--- src/rtl/acc_alu_pkg.sv ---
package acc_alu_pkg;

    typedef enum logic [3:0] {
        OP_ADD  = 4'd0,
        OP_ADC  = 4'd1,
        OP_SUB  = 4'd2,
        OP_SBC  = 4'd3,
        OP_AND  = 4'd4,
        OP_OR   = 4'd5,
        OP_XOR  = 4'd6,
        OP_RLC  = 4'd7,
        OP_RRC  = 4'd8,
        OP_SHL  = 4'd9,
        OP_SHR  = 4'd10,
        OP_BTST = 4'd11,
        OP_STC  = 4'd12,
        OP_CMC  = 4'd13,
        OP_DADJ = 4'd14,
        OP_PASS = 4'd15
    } alu_op_e;

    typedef struct packed {
        logic s;
        logic z;
        logic h;
        logic pv;
        logic n;
        logic c;
    } alu_flags_t;

endpackage

--- src/rtl/acc_alu_addsub.sv ---
module acc_alu_addsub #(
    parameter int NARROW_W = 8,
    parameter int NIB_W    = 4
) (
    input  logic [2*NARROW_W-1:0] a_i,
    input  logic [2*NARROW_W-1:0] b_i,
    input  logic                  wide_i,
    input  logic                  sub_i,
    input  logic                  cin_i,
    output logic [2*NARROW_W-1:0] res_o,
    output logic                  c_o,
    output logic                  h_o,
    output logic                  v_o
);
    localparam int WIDE_W = 2 * NARROW_W;
    localparam int HB_N   = NARROW_W - NIB_W;
    localparam int HB_W   = WIDE_W - NIB_W;

    logic [WIDE_W-1:0] mask;
    logic [WIDE_W-1:0] am;
    logic [WIDE_W-1:0] bm;
    logic [WIDE_W:0]   total;
    logic [WIDE_W-1:0] carries;
    logic              sa;
    logic              sb;
    logic              sr;

    always_comb begin
        mask  = wide_i ? {WIDE_W{1'b1}} : {{(WIDE_W-NARROW_W){1'b0}}, {NARROW_W{1'b1}}};
        am    = a_i & mask;
        bm    = b_i & mask;
        if (sub_i) begin
            total = {1'b0, am} - {1'b0, bm} - {{WIDE_W{1'b0}}, cin_i};
        end else begin
            total = {1'b0, am} + {1'b0, bm} + {{WIDE_W{1'b0}}, cin_i};
        end
        res_o   = total[WIDE_W-1:0] & mask;
        carries = am ^ bm ^ total[WIDE_W-1:0];
        c_o     = wide_i ? total[WIDE_W] : total[NARROW_W];
        h_o     = wide_i ? carries[HB_W] : carries[HB_N];
        sa      = wide_i ? am[WIDE_W-1] : am[NARROW_W-1];
        sb      = wide_i ? bm[WIDE_W-1] : bm[NARROW_W-1];
        sr      = wide_i ? res_o[WIDE_W-1] : res_o[NARROW_W-1];
        v_o     = sub_i ? ((sa != sb) && (sr != sa)) : ((sa == sb) && (sr != sa));
    end

endmodule

--- src/rtl/acc_alu_bitops.sv ---
module acc_alu_bitops
    import acc_alu_pkg::*;
#(
    parameter int NARROW_W = 8,
    parameter int IDX_W    = 4
) (
    input  logic [2*NARROW_W-1:0] a_i,
    input  logic [2*NARROW_W-1:0] b_i,
    input  logic [IDX_W-1:0]      idx_i,
    input  logic                  wide_i,
    input  alu_op_e               op_i,
    input  logic                  cin_i,
    output logic [2*NARROW_W-1:0] res_o,
    output logic                  c_o,
    output logic                  bit_o
);
    localparam int WIDE_W = 2 * NARROW_W;

    logic [WIDE_W-1:0] mask;
    logic [WIDE_W-1:0] am;
    logic [WIDE_W-1:0] bm;
    logic [WIDE_W-1:0] top_bit;
    logic [IDX_W-1:0]  idx;
    logic              msb;

    always_comb begin
        mask    = wide_i ? {WIDE_W{1'b1}} : {{(WIDE_W-NARROW_W){1'b0}}, {NARROW_W{1'b1}}};
        am      = a_i & mask;
        bm      = b_i & mask;
        top_bit = wide_i ? {1'b1, {(WIDE_W-1){1'b0}}}
                         : {{(WIDE_W-NARROW_W){1'b0}}, 1'b1, {(NARROW_W-1){1'b0}}};
        msb     = wide_i ? am[WIDE_W-1] : am[NARROW_W-1];
        idx     = wide_i ? idx_i : {1'b0, idx_i[IDX_W-2:0]};
        bit_o   = am[idx];
        res_o   = am;
        c_o     = 1'b0;
        case (op_i)
            OP_AND: res_o = am & bm;
            OP_OR:  res_o = am | bm;
            OP_XOR: res_o = am ^ bm;
            OP_RLC: begin
                res_o = ((am << 1) | {{(WIDE_W-1){1'b0}}, cin_i}) & mask;
                c_o   = msb;
            end
            OP_RRC: begin
                res_o = (am >> 1) | (cin_i ? top_bit : '0);
                c_o   = am[0];
            end
            OP_SHL: begin
                res_o = (am << 1) & mask;
                c_o   = msb;
            end
            OP_SHR: begin
                res_o = am >> 1;
                c_o   = am[0];
            end
            default: res_o = am;
        endcase
    end

endmodule

--- src/rtl/acc_alu_bcd.sv ---
module acc_alu_bcd #(
    parameter int BYTE_W = 8
) (
    input  logic [BYTE_W-1:0] a_i,
    input  logic              n_i,
    input  logic              h_i,
    input  logic              c_i,
    output logic [BYTE_W-1:0] res_o,
    output logic              c_o,
    output logic              h_o
);
    localparam int          NIB_W  = BYTE_W / 2;
    localparam logic [BYTE_W-1:0] LO_FIX = BYTE_W'(6);
    localparam logic [BYTE_W-1:0] HI_FIX = BYTE_W'(6) << NIB_W;
    localparam logic [BYTE_W-1:0] HI_LIM = BYTE_W'(8'h99);

    logic [BYTE_W-1:0] corr;
    logic              lo_fix;
    logic              hi_fix;

    always_comb begin
        lo_fix = (a_i[NIB_W-1:0] > NIB_W'(9)) || h_i;
        hi_fix = (a_i > HI_LIM) || c_i;
        corr   = (lo_fix ? LO_FIX : '0) | (hi_fix ? HI_FIX : '0);
        res_o  = n_i ? (a_i - corr) : (a_i + corr);
        c_o    = hi_fix;
        h_o    = a_i[NIB_W] ^ res_o[NIB_W];
    end

endmodule

--- src/rtl/acc_alu.sv ---
module acc_alu
    import acc_alu_pkg::*;
#(
    parameter int NARROW_W = 8
) (
    input  logic                  clk,
    input  logic                  rst_n,
    input  logic [2*NARROW_W-1:0] a_i,
    input  logic [2*NARROW_W-1:0] b_i,
    input  logic [3:0]            op_i,
    input  logic                  wide_i,
    input  logic                  wr_en_i,
    output logic [2*NARROW_W-1:0] res_o,
    output logic [7:0]            flags_o
);
    localparam int WIDE_W = 2 * NARROW_W;
    localparam int IDX_W  = $clog2(WIDE_W);

    alu_op_e    op;
    alu_flags_t flags_d;
    alu_flags_t flags_q;

    logic [WIDE_W-1:0]   as_res;
    logic                as_c;
    logic                as_h;
    logic                as_v;
    logic [WIDE_W-1:0]   bo_res;
    logic                bo_c;
    logic                bo_bit;
    logic [NARROW_W-1:0] bcd_res;
    logic                bcd_c;
    logic                bcd_h;
    logic                is_sub;
    logic                use_cin;
    logic                msb_wide;
    logic [WIDE_W-1:0]   res_d;
    logic [WIDE_W-1:0]   a_m;

    assign op      = alu_op_e'(op_i);
    assign is_sub  = (op == OP_SUB) || (op == OP_SBC);
    assign use_cin = ((op == OP_ADC) || (op == OP_SBC)) && flags_q.c;

    acc_alu_addsub #(.NARROW_W(NARROW_W), .NIB_W(4)) addsub_i (
        .a_i    (a_i),
        .b_i    (b_i),
        .wide_i (wide_i),
        .sub_i  (is_sub),
        .cin_i  (use_cin),
        .res_o  (as_res),
        .c_o    (as_c),
        .h_o    (as_h),
        .v_o    (as_v)
    );

    acc_alu_bitops #(.NARROW_W(NARROW_W), .IDX_W(IDX_W)) bitops_i (
        .a_i    (a_i),
        .b_i    (b_i),
        .idx_i  (b_i[IDX_W-1:0]),
        .wide_i (wide_i),
        .op_i   (op),
        .cin_i  (flags_q.c),
        .res_o  (bo_res),
        .c_o    (bo_c),
        .bit_o  (bo_bit)
    );

    acc_alu_bcd #(.BYTE_W(NARROW_W)) bcd_i (
        .a_i   (a_i[NARROW_W-1:0]),
        .n_i   (flags_q.n),
        .h_i   (flags_q.h),
        .c_i   (flags_q.c),
        .res_o (bcd_res),
        .c_o   (bcd_c),
        .h_o   (bcd_h)
    );

    // next result and next flags
    always_comb begin
        a_m      = wide_i ? a_i : {{(WIDE_W-NARROW_W){1'b0}}, a_i[NARROW_W-1:0]};
        flags_d  = flags_q;
        msb_wide = wide_i;
        res_d    = a_m;
        case (op)
            OP_ADD, OP_ADC, OP_SUB, OP_SBC: begin
                res_d     = as_res;
                flags_d.c = as_c;
                flags_d.h = as_h;
                flags_d.pv = as_v;
                flags_d.n = is_sub;
            end
            OP_AND, OP_OR, OP_XOR: begin
                res_d      = bo_res;
                flags_d.c  = 1'b0;
                flags_d.n  = 1'b0;
                flags_d.h  = (op == OP_AND);
                flags_d.pv = ~^bo_res;
            end
            OP_RLC, OP_RRC, OP_SHL, OP_SHR: begin
                res_d      = bo_res;
                flags_d.c  = bo_c;
                flags_d.n  = 1'b0;
                flags_d.h  = 1'b0;
                flags_d.pv = ~^bo_res;
            end
            OP_BTST: begin
                flags_d.z = ~bo_bit;
                flags_d.h = 1'b1;
                flags_d.n = 1'b0;
            end
            OP_STC: begin
                flags_d.c = 1'b1;
                flags_d.h = 1'b0;
                flags_d.n = 1'b0;
            end
            OP_CMC: begin
                flags_d.c = ~flags_q.c;
                flags_d.h = 1'b0;
                flags_d.n = 1'b0;
            end
            OP_DADJ: begin
                msb_wide   = 1'b0;
                res_d      = {{(WIDE_W-NARROW_W){1'b0}}, bcd_res};
                flags_d.c  = bcd_c;
                flags_d.h  = bcd_h;
                flags_d.pv = ~^bcd_res;
            end
            default: res_d = a_m;
        endcase
        if (!(op inside {OP_BTST, OP_STC, OP_CMC, OP_PASS})) begin
            flags_d.s = msb_wide ? res_d[WIDE_W-1] : res_d[NARROW_W-1];
            flags_d.z = (res_d == '0);
        end
    end

    always_ff @(posedge clk or negedge rst_n) begin
        if (!rst_n) begin
            flags_q <= '0;
        end else if (wr_en_i) begin
            flags_q <= flags_d;
        end
    end

    assign res_o   = res_d;
    assign flags_o = {flags_q.s, flags_q.z, 1'b0, flags_q.h, 1'b0, flags_q.pv, flags_q.n, flags_q.c};

    // flags hold without the strobe
    p_hold_r2: assert property (@(posedge clk) disable iff (!rst_n)
        !wr_en_i |=> (flags_o == $past(flags_o)));

    // direction flag after subtract
    p_sub_sets_n_r3: assert property (@(posedge clk) disable iff (!rst_n)
        (wr_en_i && (op_i == 4'd2 || op_i == 4'd3)) |=> flags_o[1]);

    // zero flag tracks the arithmetic result seen at the edge
    p_zero_r6: assert property (@(posedge clk) disable iff (!rst_n)
        (wr_en_i && op_i <= 4'd3) |=> (flags_o[6] == ($past(res_o) == '0)));

    // sign flag tracks the result MSB
    p_sign_r6: assert property (@(posedge clk) disable iff (!rst_n)
        (wr_en_i && op_i <= 4'd3) |=>
        (flags_o[7] == ($past(wide_i) ? $past(res_o[WIDE_W-1]) : $past(res_o[NARROW_W-1]))));

    // logic operations leave carry and N clear
    p_logic_clears_r7: assert property (@(posedge clk) disable iff (!rst_n)
        (wr_en_i && op_i >= 4'd4 && op_i <= 4'd6) |=> (!flags_o[0] && !flags_o[1]));

    // carry set and carry invert
    p_stc_r10: assert property (@(posedge clk) disable iff (!rst_n)
        (wr_en_i && op_i == 4'd12) |=> flags_o[0]);
    p_cmc_r10: assert property (@(posedge clk) disable iff (!rst_n)
        (wr_en_i && op_i == 4'd13) |=> (flags_o[0] != $past(flags_o[0])));

    // decimal adjust keeps N and never drops a stored carry
    p_dadj_keeps_n_r11: assert property (@(posedge clk) disable iff (!rst_n)
        (wr_en_i && op_i == 4'd14) |=> (flags_o[1] == $past(flags_o[1])));
    p_dadj_carry_r11: assert property (@(posedge clk) disable iff (!rst_n)
        (wr_en_i && op_i == 4'd14 && flags_o[0]) |=> flags_o[0]);

    // narrow results keep the upper byte clear
    p_narrow_upper_r6: assert property (@(posedge clk) disable iff (!rst_n)
        !wide_i |-> (res_o[WIDE_W-1:NARROW_W] == '0));

endmodule

--- config.mk ---
export PLATFORM = sky130hd
export DESIGN_NAME = acc_alu
export DESIGN_NICKNAME = d
export VERILOG_FILES = /design/src/rtl/acc_alu_pkg.sv /design/src/rtl/acc_alu_addsub.sv /design/src/rtl/acc_alu_bitops.sv /design/src/rtl/acc_alu_bcd.sv /design/src/rtl/acc_alu.sv
export SDC_FILE = /design/constraint.sdc
export NUM_CORES = 1
export LEC_CHECK = 0
export ABC_AREA = 1
export BUFFER_PORTS_ARGS = -buffer_cell sky130_fd_sc_hd__buf_2
export CORE_AREA = 2 2 115 117
export CTS_BUF_LIST = sky130_fd_sc_hd__clkbuf_8
export CTS_CLUSTER_SIZE = 20
export DETAILED_ROUTE_END_ITERATION = 7
export DIE_AREA = 0 0 117 119
export GPL_ROUTABILITY_DRIVEN = 0
export SETUP_SLACK_MARGIN = 0.2
export SLEW_MARGIN = 0
export SYNTH_ARGS = -nofsm -noshare
export SYNTH_HDL_FRONTEND = slang
export SYNTH_HIERARCHICAL = 1
export SYNTH_SLANG_ARGS = --single-unit
--- constraint.sdc ---
create_clock -name clk -period 6.8 [get_ports clk]
set_input_delay 1.36 -clock clk [delete_from_list [all_inputs] [get_ports clk]]
set_output_delay 1.36 -clock clk [all_outputs]
set_load 0.01 [all_outputs]
== After elaboration in Yosys (flattened, before gate mapping) ==
Cells that the tools add are included.

* $add $sub $neg: 6
* Multipliers: 0
* Div/mod/pow operators: 0
* Magnitude comparators: 3
* Equality and inequality tests: 19
* Shift operators: 0
* Muxes and demuxes: 28
* Bitwise logic cells: 16
* Reductions and logical operators: 30

{| class="wikitable"
|+ Operators with widths
! operator !! count
|-
| $pmux 16 s7 || 1
|-
| $and 16x16->16 || 6
|-
| $mux 16 || 4
|-
| $pmux 16 s3 || 1
|-
| $eq 4x4->1 const B || 8
|-
| $add 16x16->17 || 1
|-
| $add 17x1->17 || 1
|-
| $mux 17 || 1
|-
| $sub 16x16->17 || 1
|-
| $sub 17x1->17 || 1
|-
| $eq 4x3->1 const B || 4
|-
| $logic_not 16->1 || 1
|-
| $or 15x16->16 || 1
|-
| $or 16x1->16 || 1
|-
| $or 16x16->16 || 1
|-
| $reduce_xnor 16->1 || 1
|-
| $xor 16x16->16 || 1
|-
| $xor 13x13->13 || 1
|-
| $reduce_and 2->1 || 6
|-
| $mux 1 || 11
|-
| $reduce_or 10->1 || 1
|-
| $add 8x8->8 || 1
|-
| $eq 4x2->1 const B || 2
|-
| $gt 8x8->1 const B || 1
|-
| other kinds (33) || 44
|}

* Register bits: 6
* Latch bits: 0
* Bits in writable memories: 0
* Bits in read-only memories: 0
* Input bits: 40
* Output and inout bits: 24
* Logic and storage cells: 108
* Memories: 0

== Logic depth before layout (Yosys ltp) ==
Gate-level depths: netlist (run 1).

* Depth after elaboration: 11
* Gate-level depth with buffers: 27
* Depth with buffers taken out: 26

== By module ==
Netlist (run 1), hierarchy kept.

{| class="wikitable"
|+ By module, submodules not included
! module !! times used !! cells each !! area each (µm²) !! sequential area each (µm²)
|-
| acc_alu_addsub || 1 || 452 || 2441.1 || 0.0
|-
| acc_alu_bitops || 1 || 283 || 1491.4 || 0.0
|-
| acc_alu || 1 || 235 || 1236.2 || 150.1
|-
| acc_alu_bcd || 1 || 89 || 469.2 || 0.0
|}

== Worst setup path before layout (run 1) ==
Ideal clock, no wire load.

* Path kind: input -> output
* From: in op_i[3]
* To: out res_o[9]
* Arrival: 3.934 ns
* Required time: 5.440 ns
* Setup slack: 1.506 ns
* Stages: 18
* Buffers on the path: 1
* Cells stage by stage: nor2_1 > buf_2 > inv_1 > nor2_1 > inv_1 > fa_1 > inv_1 > ha_1 > or2_2 > a21oi_1 > inv_1 > nand2_1 > nand2_1 > nand2_1 > a21oi_1 > nor3_1 > nand2_1 > nand3_1

* Cells in the longest elaborated chain, start to end: 7
* Elaborated cells on any way between the ends: 23
* Classes of those cells: add/sub: 2; eq/ne: 11; mux: 3; bitwise: 1; reduce/logical: 6

{| class="wikitable"
|+ RTL lines
! item !! RTL line !! source
|-
| start, declared || acc_alu.sv:10 || <nowiki>input logic [3:0] op_i,</nowiki>
|-
| $eq 4x1->1 or $eq 4x2->1 (tied branches) || acc_alu.sv:41 || <nowiki>assign use_cin = ((op == OP_ADC) || (op == OP_SBC)) && flags_q.c;</nowiki>
|-
| $logic_or 1x1->1 * || acc_alu.sv:41 ||
|-
| $logic_and 1x1->1 * || acc_alu.sv:41 ||
|-
| net use_cin || acc_alu.sv:34 || <nowiki>logic use_cin;</nowiki>
|-
| $add 17x1->17 or $sub 17x1->17 (tied branches) || acc_alu_addsub.sv:35, acc_alu_addsub.sv:33 ||
|-
| $mux 17 * || acc_alu_addsub.sv:32 || <nowiki>if (sub_i) begin</nowiki>
|-
| $and 16x16->16 * || acc_alu_addsub.sv:37 || <nowiki>res_o = total[WIDE_W-1:0] & mask;</nowiki>
|-
| net as_res[9] || acc_alu.sv:23 || <nowiki>logic [WIDE_W-1:0] as_res;</nowiki>
|-
| $pmux 16 s3 * || acc_alu.sv:83 || <nowiki>case (op)</nowiki>
|-
| end, declared || acc_alu.sv:13 || <nowiki>output logic [2*NARROW_W-1:0] res_o,</nowiki>
|}

The timed path passes the listed nets; every way through them passes the cells marked *.

== Final worst setup path (run 1) ==
* From: in op_i[3]
* To: out res_o[13]

The elaborated chain is that of the path after synthesis.

==> impl_metrics.toml, run 1 <==
[run_status]
status = "finished, final reports clean"

[power]
p_comb_frac = 0.862
p_int_w = 0.000309
power_switching_w = 0.000437
pwr-share-clk = 0.071
p_sw_frac = 0.585
p_per_area_nw_per_um2 = 123
design_power_total_w = 0.000746
p_seq_frac = 0.067
leakage_nw = 3.66
ir_drop_uv = 50.6

[cts]
cts.clk_slew.worst_paths_ps = 40
cts_resized = 0
htreeDepth = 1
clockBufferDepth = 2
cts_tree = "yes"
clock_sinks = 6
cts_buffers = 3
cts-hold-fix-buffers = 0
clock_latency_ps = 220
cts_root_buffer = "clkbuf_8"
post-cts-setup-buffers = 0

[setup_path]
crit_path_top_delay_cell = "fa_1"
cpLargestDelayFamily = "simple AND/OR/NAND/NOR gates"
max_stage_delay_ps = 500
crit_path_cell_trace = "buf_2, nor2_1, buf_4, inv_1, nor2_1, inv_1, fa_1, inv_1, ha_1, or2_2, a21oi_1, inv_1, nand4_1, nand2_1, a21oi_1, a21oi_1, nand2_1, nand3_1, buf_2"
path_common_cell = "inv_1"
worst-path-buf-inv = 7
startpoint_type = "input pin"
cp.required_ps = 5440
worstPathMaxFanout = 18
critPathCaptureType = "primary output"
worstPathArrival_ps = 4360
path_class = "input pin to primary output"

[global_route]
grt_pass1_wl_mm = 30.1
use_met2 = 0.434
antenna_found_initial = 0
grtUsageTotal = 0.271
gr-usage-met3 = 0.00865
grt_busiest_layer = "met2"
grt_start_max_net_pins = 39
grt_overflow = 0
met1_usage = 0.396
first_global_vias = 5901

[drt]
ant_nets = 0
drc_errors = 0
drtPass1Iterations = 6
via_count = 6509
wirelength_mm = 18.9
drt-vias-per-instance = 5.08
drtIter0Drc = 569
wl_per_cell_um = 14.7

[synth]
synth_edf_count = 0
synth_simple_gate_area_share = 0.464
synth-main-ff-cell = "dfrtp_1"
synthTopCellsByCount = "nand2_1 (334), inv_1 (170), nand3_1 (114)"
yosysWarnings = 6
synth_top_family_by_area = "simple AND/OR/NAND/NOR gates"
synth_most_common_cell = "nand2_1"
netlist_area_um2 = 5640
synth_area_per_cell_um2 = 5.32
synth_top_area_share = 0.222
muxShareOfSynthArea = 0.00399
synth_cell_type_count = 46
synthAdderAreaFrac = 0.187
syn_inst = 1059
synth_compound_area_frac = 0.115
synth_xor_area_frac = 0.0497
yosysSeqAreaShare = 0.0266
synthTopCellsByArea = "nand2_1 (22%), ha_1 (17%), inv_1 (11%), nand3_1 (10%), nor2_1 (7.2%)"
ys_ff_latch = 6
synthArstFlopShare = 1.00
yosys.area.top_type = "nand2_1"

[final_layout]
nFillCells = 1475
fin_area_um2 = 6080
stdcell_count = 1281
fin_nets = 1229
antenna_cells = 0
syn_to_final_growth_pct = 7.86
largest_reg_flops = 6
drive_above_1_share = 0.112

[placed_design]
io_buffer_count = 61
dp_hpwl_mm = 15.3
post-place-cells = 1278
placed_cell_area_um2 = 6040
preCtsSetupSlack_ps = 1110

[sta]
max_slew.worst_pin.slew_ps = 866
setup_viol = 0
slew_violations = 0
clock.fmax_ghz = 0.175
fin_crit_ps = 5720
rsz0062_at_grt = "false"
fin_worst_skew_ps = 3.01
fin_crit_sh = 0.842
tns_ps = 0
hold_violations = 0
maxSlewHeadroom = 0.423
fin_ws_ps = 1080

[die]
die_x_um = 117
die_h_um = 119
rows = 42
dieArea_um2 = 13900
io_pins = 64
initial_core_util = 0.438
core_um2 = 12900

[flow_run]
drv_cap = 0

[min_path]
hold_class = "flip-flop to flip-flop"
## stage by stage
stage               hold slack [ps]   util
detailed placement              469  0.469
floorplan                       512      -
global placement                473  0.469
CTS                             479  0.472
global route                    493  0.472
finish                          484  0.472
## worst min-delay path: stages (launching register included)
cell     delay, ps
dfrtp_1        340
nand2_1         60
nand2_1         50
## final cells by class
class	instances	area, um^2	area share
timing repair buffer	65	335	0.0551
clock buffer	3	41.3	0.00679
inverter	187	702	0.115
sequential	6	150	0.0247
tap	176	220	0.0362
multi-input combinational	844	4630	0.762
## routing by layer
metal,vias to the layer above,routed length (um)
li1,3406,-
met2,184,8340
met4,0,548
met3,30,831
met5,-,0
met1,2889,9150
## worst paths after layout
check	start	endpoint	slack (ps)	cells past startpoint
min in group asynchronous	rst_n	flags_o[7]$_DFFE_PN0P_	950	1
hold / removal	flags_o[7]$_DFFE_PN0P_	flags_o[7]$_DFFE_PN0P_	480	2
setup / recovery	op_i[3]	res_o[13]	1080	19
max in group asynchronous	rst_n	flags_o[1]$_DFFE_PN0P_	5710	1
hold reg to reg	flags_o[7]$_DFFE_PN0P_	flags_o[7]$_DFFE_PN0P_	480	2
setup reg to reg	flags_o[0]$_DFFE_PN0P_	flags_o[6]$_DFFE_PN0P_	3190	20
## power by group through the flow
stage / sequential, W / clock, W / combinational (W)
floorplan: 0.0000505 / 0 / 0.000467
global placement: 0.0000500 / 0 / 0.000633
detailed placement: 0.0000499 / 0 / 0.000635
CTS: 0.0000495 / 0.0000530 / 0.000638
global route: 0.0000508 / 0.0000552 / 0.000726
finish: 0.0000497 / 0.0000532 / 0.000644
## logic make-up (layout without fill, tap and decap cells)
logic type      count (synthesis)  after routing
flops                           6              6
simple gates                  609            609
fa+ha+maj                      82             82
mux                             2              2
compound gates                117            117
other cells                     1              2
buf+inv                       210            255
xor+xnor                       32             32
## placed cells by master (no fill, tap or decap), drive strengths merged, types with 3 or more instances in the layout
cell,instances
nor2,117
or2,7
nand3,120
nand3b,4
a21boi,3
fa,4
buf,65
nand2,347
nor3,5
o21bai,10
dfrtp,6
clkbuf,3
nand4,5
o21ai,50
xor2,13
ha,78
xnor2,19
a21oi,49
inv,187
(Power assumes the default switching activity.)
==> run 2: changes to the inputs <==
clock period = 5.7 ns   (was 6.8 ns; I/O delays follow)
==> impl_metrics.toml, run 2 (synthesis results as in run 1) <==
[global_route]
antenna_found_initial = 0
gr-usage-met3 = 0.0117
use_met2 = 0.428
met1_usage = 0.414
grt_pass1_wl_mm = 30.9
grt_start_max_net_pins = 27
grt_overflow = 0
first_global_vias = 6049
grt_busiest_layer = "met2"
grtUsageTotal = 0.277

[die]
rows = 42
dieArea_um2 = 13900
die_h_um = 119
core_um2 = 12900
die_x_um = 117
initial_core_util = 0.438
io_pins = 64

[final_layout]
antenna_cells = 0
layout_commonest_cell = "nand2_1"
largest_reg_flops = 6
fin_area_um2 = 6110
most-common-layout-cells = "nand2_1 (334), inv_1 (170), nand3_1 (114)"
drive_above_1_share = 0.115
multi_input_area_um2 = 4630
stdcell_count = 1285
syn_to_final_growth_pct = 8.39
nFillCells = 1499
regArea_um2 = 150
fin_nets = 1233

[power]
leakage_nw = 3.68
p_per_area_nw_per_um2 = 148
ir_drop_uv = 67.2

[drt]
drc_errors = 0
drtIter0Drc = 476
drt-vias-per-instance = 5.12
via_count = 6584
drtPass1Iterations = 5
wirelength_mm = 19.2
ant_nets = 0
wl_per_cell_um = 14.9

[sta]
rsz0062_at_grt = "false"
maxSlewHeadroom = 0.635
clock.fmax_ghz = 0.195
fin_worst_skew_ps = 1.88
slew_violations = 0
tns_ps = 0
hold_violations = 0
setup_viol = 0
max_slew.worst_pin.slew_ps = 547
fin_crit_sh = 0.899
fin_crit_ps = 5130

[setup_path]
startpoint_type = "input pin"
reg2reg_from = "flags_o[0]$_DFFE_PN0P_"
r2r-end = "flags_o[6]$_DFFE_PN0P_"
reg2reg_depth = 20
r2r_slack_ps = 2060
cp.required_ps = 4560
path_class = "input pin to primary output"
critPathCaptureType = "primary output"
worstPathArrival_ps = 3990
worstPathMaxFanout = 9

[flow_run]
drv_cap = 0

[min_path]
hold_class = "flip-flop to flip-flop"
hold_depth = 2
min_to = "flags_o[7]$_DFFE_PN0P_"
min_from = "flags_o[7]$_DFFE_PN0P_"

[cts]
post-cts-setup-buffers = 0
cts_resized = 0
clock_latency_ps = 220
cts-hold-fix-buffers = 0
cts_root_buffer = "clkbuf_8"
cts.clk_slew.worst_paths_ps = 40
htreeDepth = 1
cts_tree = "yes"
clock_sinks = 6
clockBufferDepth = 2
cts_buffers = 3

[placed_design]
dp_hpwl_mm = 15.4
placed_cell_area_um2 = 6070
post-place-cells = 1282
io_buffer_count = 61

[run_status]
status = "finished, final reports clean"
run 2: changes by cell type in the layout (fill, tap and decap cells not counted):
cell	previous run	this run
buf_4	4	8
run 2: per-stage QoR:
stage / hold slack (ps) / util / total power, W / worst slack, ps
floorplan: 512 / - / 0.000618 / 846
global placement: 474 / 0.471 / 0.000823 / 713
detailed placement: 475 / 0.471 / 0.000827 / 649
CTS: 484 / 0.475 / 0.000894 / 644
global route: 540 / 0.475 / 0.00101 / 299
finish: 481 / 0.475 / 0.000902 / 574
run 2: where the power goes:
part	total, W	switching (W)	leakage [nW]	internal, W
combinational	0.000780	0.000505	3.58	0.000276
clock	0.0000630	0.0000177	0.0216	0.0000453
sequential	0.0000593	0.00000867	0.0761	0.0000506
total	0.000902	0.000531	3.68	0.000371
run 2: layer usage:
metal | up-vias | wire [um]
met4 | 0 | 550
met2 | 210 | 8360
met5 | - | 0
met1 | 2934 | 9270
li1 | 3409 | -
met3 | 31 | 992
run 2: worst max-delay path by stage:
stage,startpoint,end,slack (ps),cells after the start
after floorplan,op_i[3],res_o[9],850,18
after global placement,op_i[3],res_o[9],710,19
after detailed placement,op_i[3],res_o[9],650,19
after CTS,op_i[3],res_o[9],640,19
after global routing,op_i[3],res_o[9],300,19
final,op_i[3],res_o[9],570,19
run 2: layout make-up:
type,instances,area share
flip-flops and latches,6,0.0246
repair buffers,69,0.0598
clock buffers,3,0.00676
inverters,187,0.115
multi-input cells,844,0.758
well taps,176,0.0360
run 2: critical path: stages:
cell     delay [ps]
buf_2           180
nor2_1          160
inv_1            80
nor2_1          200
inv_1            80
fa_1            520
inv_1            60
ha_1            160
or2_2           270
a21oi_1         210
inv_1           120
nand2_1          90
nand2_1          50
nand2_1          50
a21oi_1          60
nor3_1          150
nand2_1          90
nand3_1         140
buf_2           150
==> run 3: changes to the inputs <==
CORE_AREA = 2 2 112 114   (was 2 2 115 117)
DIE_AREA = 0 0 114 116   (was 0 0 117 119)
PLACE_DENSITY = 0.66   (was default)
clock period = 5.75 ns   (was 5.7 ns; I/O delays follow)
==> impl_metrics.toml, run 3 (synthesis results as in run 1) <==
[sta]
whs_ps = 479
max_slew.worst_pin.slew_ps = 825
tns_ps = 0
maxSlewHeadroom = 0.450
slew_violations = 0
clock.fmax_ghz = 0.192
setup_viol = 0
fin_crit_sh = 0.907
rsz0062_at_grt = "false"
fin_ws_ps = 536
fin_crit_ps = 5210
hold_violations = 0
fin_worst_skew_ps = 1.80

[global_route]
grt_pass1_wl_mm = 28.9
use_met2 = 0.451
grt_busiest_layer = "met2"
antenna_found_initial = 0
gr-usage-met3 = 0.0110
first_global_vias = 5770
grtUsageTotal = 0.271
met1_usage = 0.387
grt_start_max_net_pins = 36
grt_overflow = 0

[min_path]
hold_depth = 2
hold_class = "flip-flop to flip-flop"
min_from = "flags_o[7]$_DFFE_PN0P_"

[setup_path]
worstPathArrival_ps = 4060
reg2reg_depth = 20
reg2reg_from = "flags_o[0]$_DFFE_PN0P_"
path_class = "input pin to primary output"
startpoint_type = "input pin"
cp-startpoint = "op_i[3]"
cp.required_ps = 4600
worstPathMaxFanout = 9
critPathCaptureType = "primary output"

[drt]
wl_per_cell_um = 14.6
drt-vias-per-instance = 5.26
via_count = 6585
wirelength_mm = 18.3
drtIter0Drc = 528
drtPass1Iterations = 5
ant_nets = 0
drc_errors = 0

[cts]
htreeDepth = 1
cts-hold-fix-buffers = 0
cts_tree = "yes"
clock_sinks = 6
clockBufferDepth = 2
cts_buffers = 3
cts_resized = 0
cts.clk_slew.worst_paths_ps = 30
clock_latency_ps = 220
post-cts-setup-buffers = 0
cts_root_buffer = "clkbuf_8"

[placed_design]
io_buffer_count = 61
preCtsSetupSlack_ps = 593
dp_hpwl_mm = 14.8
post-place-cells = 1250

[die]
core_um2 = 11900
io_pins = 64
dieArea_um2 = 13200
die_x_um = 114
die_h_um = 116
rows = 40
initial_core_util = 0.473

[final_layout]
antenna_cells = 0
layout_commonest_cell = "nand2_1"
drive_above_1_share = 0.113
most-common-layout-cells = "nand2_1 (334), inv_1 (170), nand3_1 (114)"
fin_nets = 1230
largest_reg_flops = 6
stdcell_count = 1253
syn_to_final_growth_pct = 7.35

[power]
leakage_nw = 3.67
ir_drop_uv = 56.8
p_per_area_nw_per_um2 = 146

[run_status]
status = "finished, final reports clean"

[flow_run]
drv_cap = 0
[run 3: cell types whose count changed in the layout (fill, tap and decap cells not counted)]
cell   before  now
buf_4       8    5
[run 3: per-layer routing]
layer	vias to the layer above	part of all wire
met5	-	0
met4	0	0.019
met1	2943	0.47
met3	26	0.056
li1	3404	-
met2	212	0.45
[run 3: report_power, final]
group          total [W]  switching, W  internal (W)
logic           0.000764      0.000493      0.000271
registers      0.0000585    0.00000829     0.0000502
clock network  0.0000623     0.0000173     0.0000449
[run 3: per-stage QoR]
step / power [W] / util / cell area [um^2]
finish: 0.000885 / 0.508 / 6050
global route: 0.000987 / 0.508 / 6050
CTS: 0.000875 / 0.508 / 6050
detailed placement: 0.000810 / 0.505 / 6010
global placement: 0.000805 / 0.505 / 6010
floorplan: 0.000612 / - / 5640
[run 3: area by class of cell]
cell class              instances  area (um^2)
fillers                      1388         5860
well taps                     147          184
repair buffers                 66          343
multi-input cells             844         4630
flip-flops and latches          6          150
clock buffers                   3         41.3
inverters                     187          702
[run 3: worst max-delay path, stage by stage]
cell,delay (ps)
buf_2,180
nor2_1,180
inv_1,90
nor2_1,200
inv_1,80
fa_1,510
inv_1,60
ha_1,160
or2_2,280
a21oi_1,200
inv_1,120
nand2_1,110
nand2_1,60
nand2_1,50
a21oi_1,80
nor3_1,180
nand2_1,80
nand3_1,130
buf_2,150
[run 3: path summary, 6_finish.rpt]
path	endpoint	slack, ps
setup / recovery	res_o[9]	540
hold / removal	flags_o[7]$_DFFE_PN0P_	480
setup reg to reg	flags_o[6]$_DFFE_PN0P_	2100
hold reg to reg	flags_o[7]$_DFFE_PN0P_	480
max in group asynchronous	flags_o[6]$_DFFE_PN0P_	4870
min in group asynchronous	flags_o[2]$_DFFE_PN0P_	740
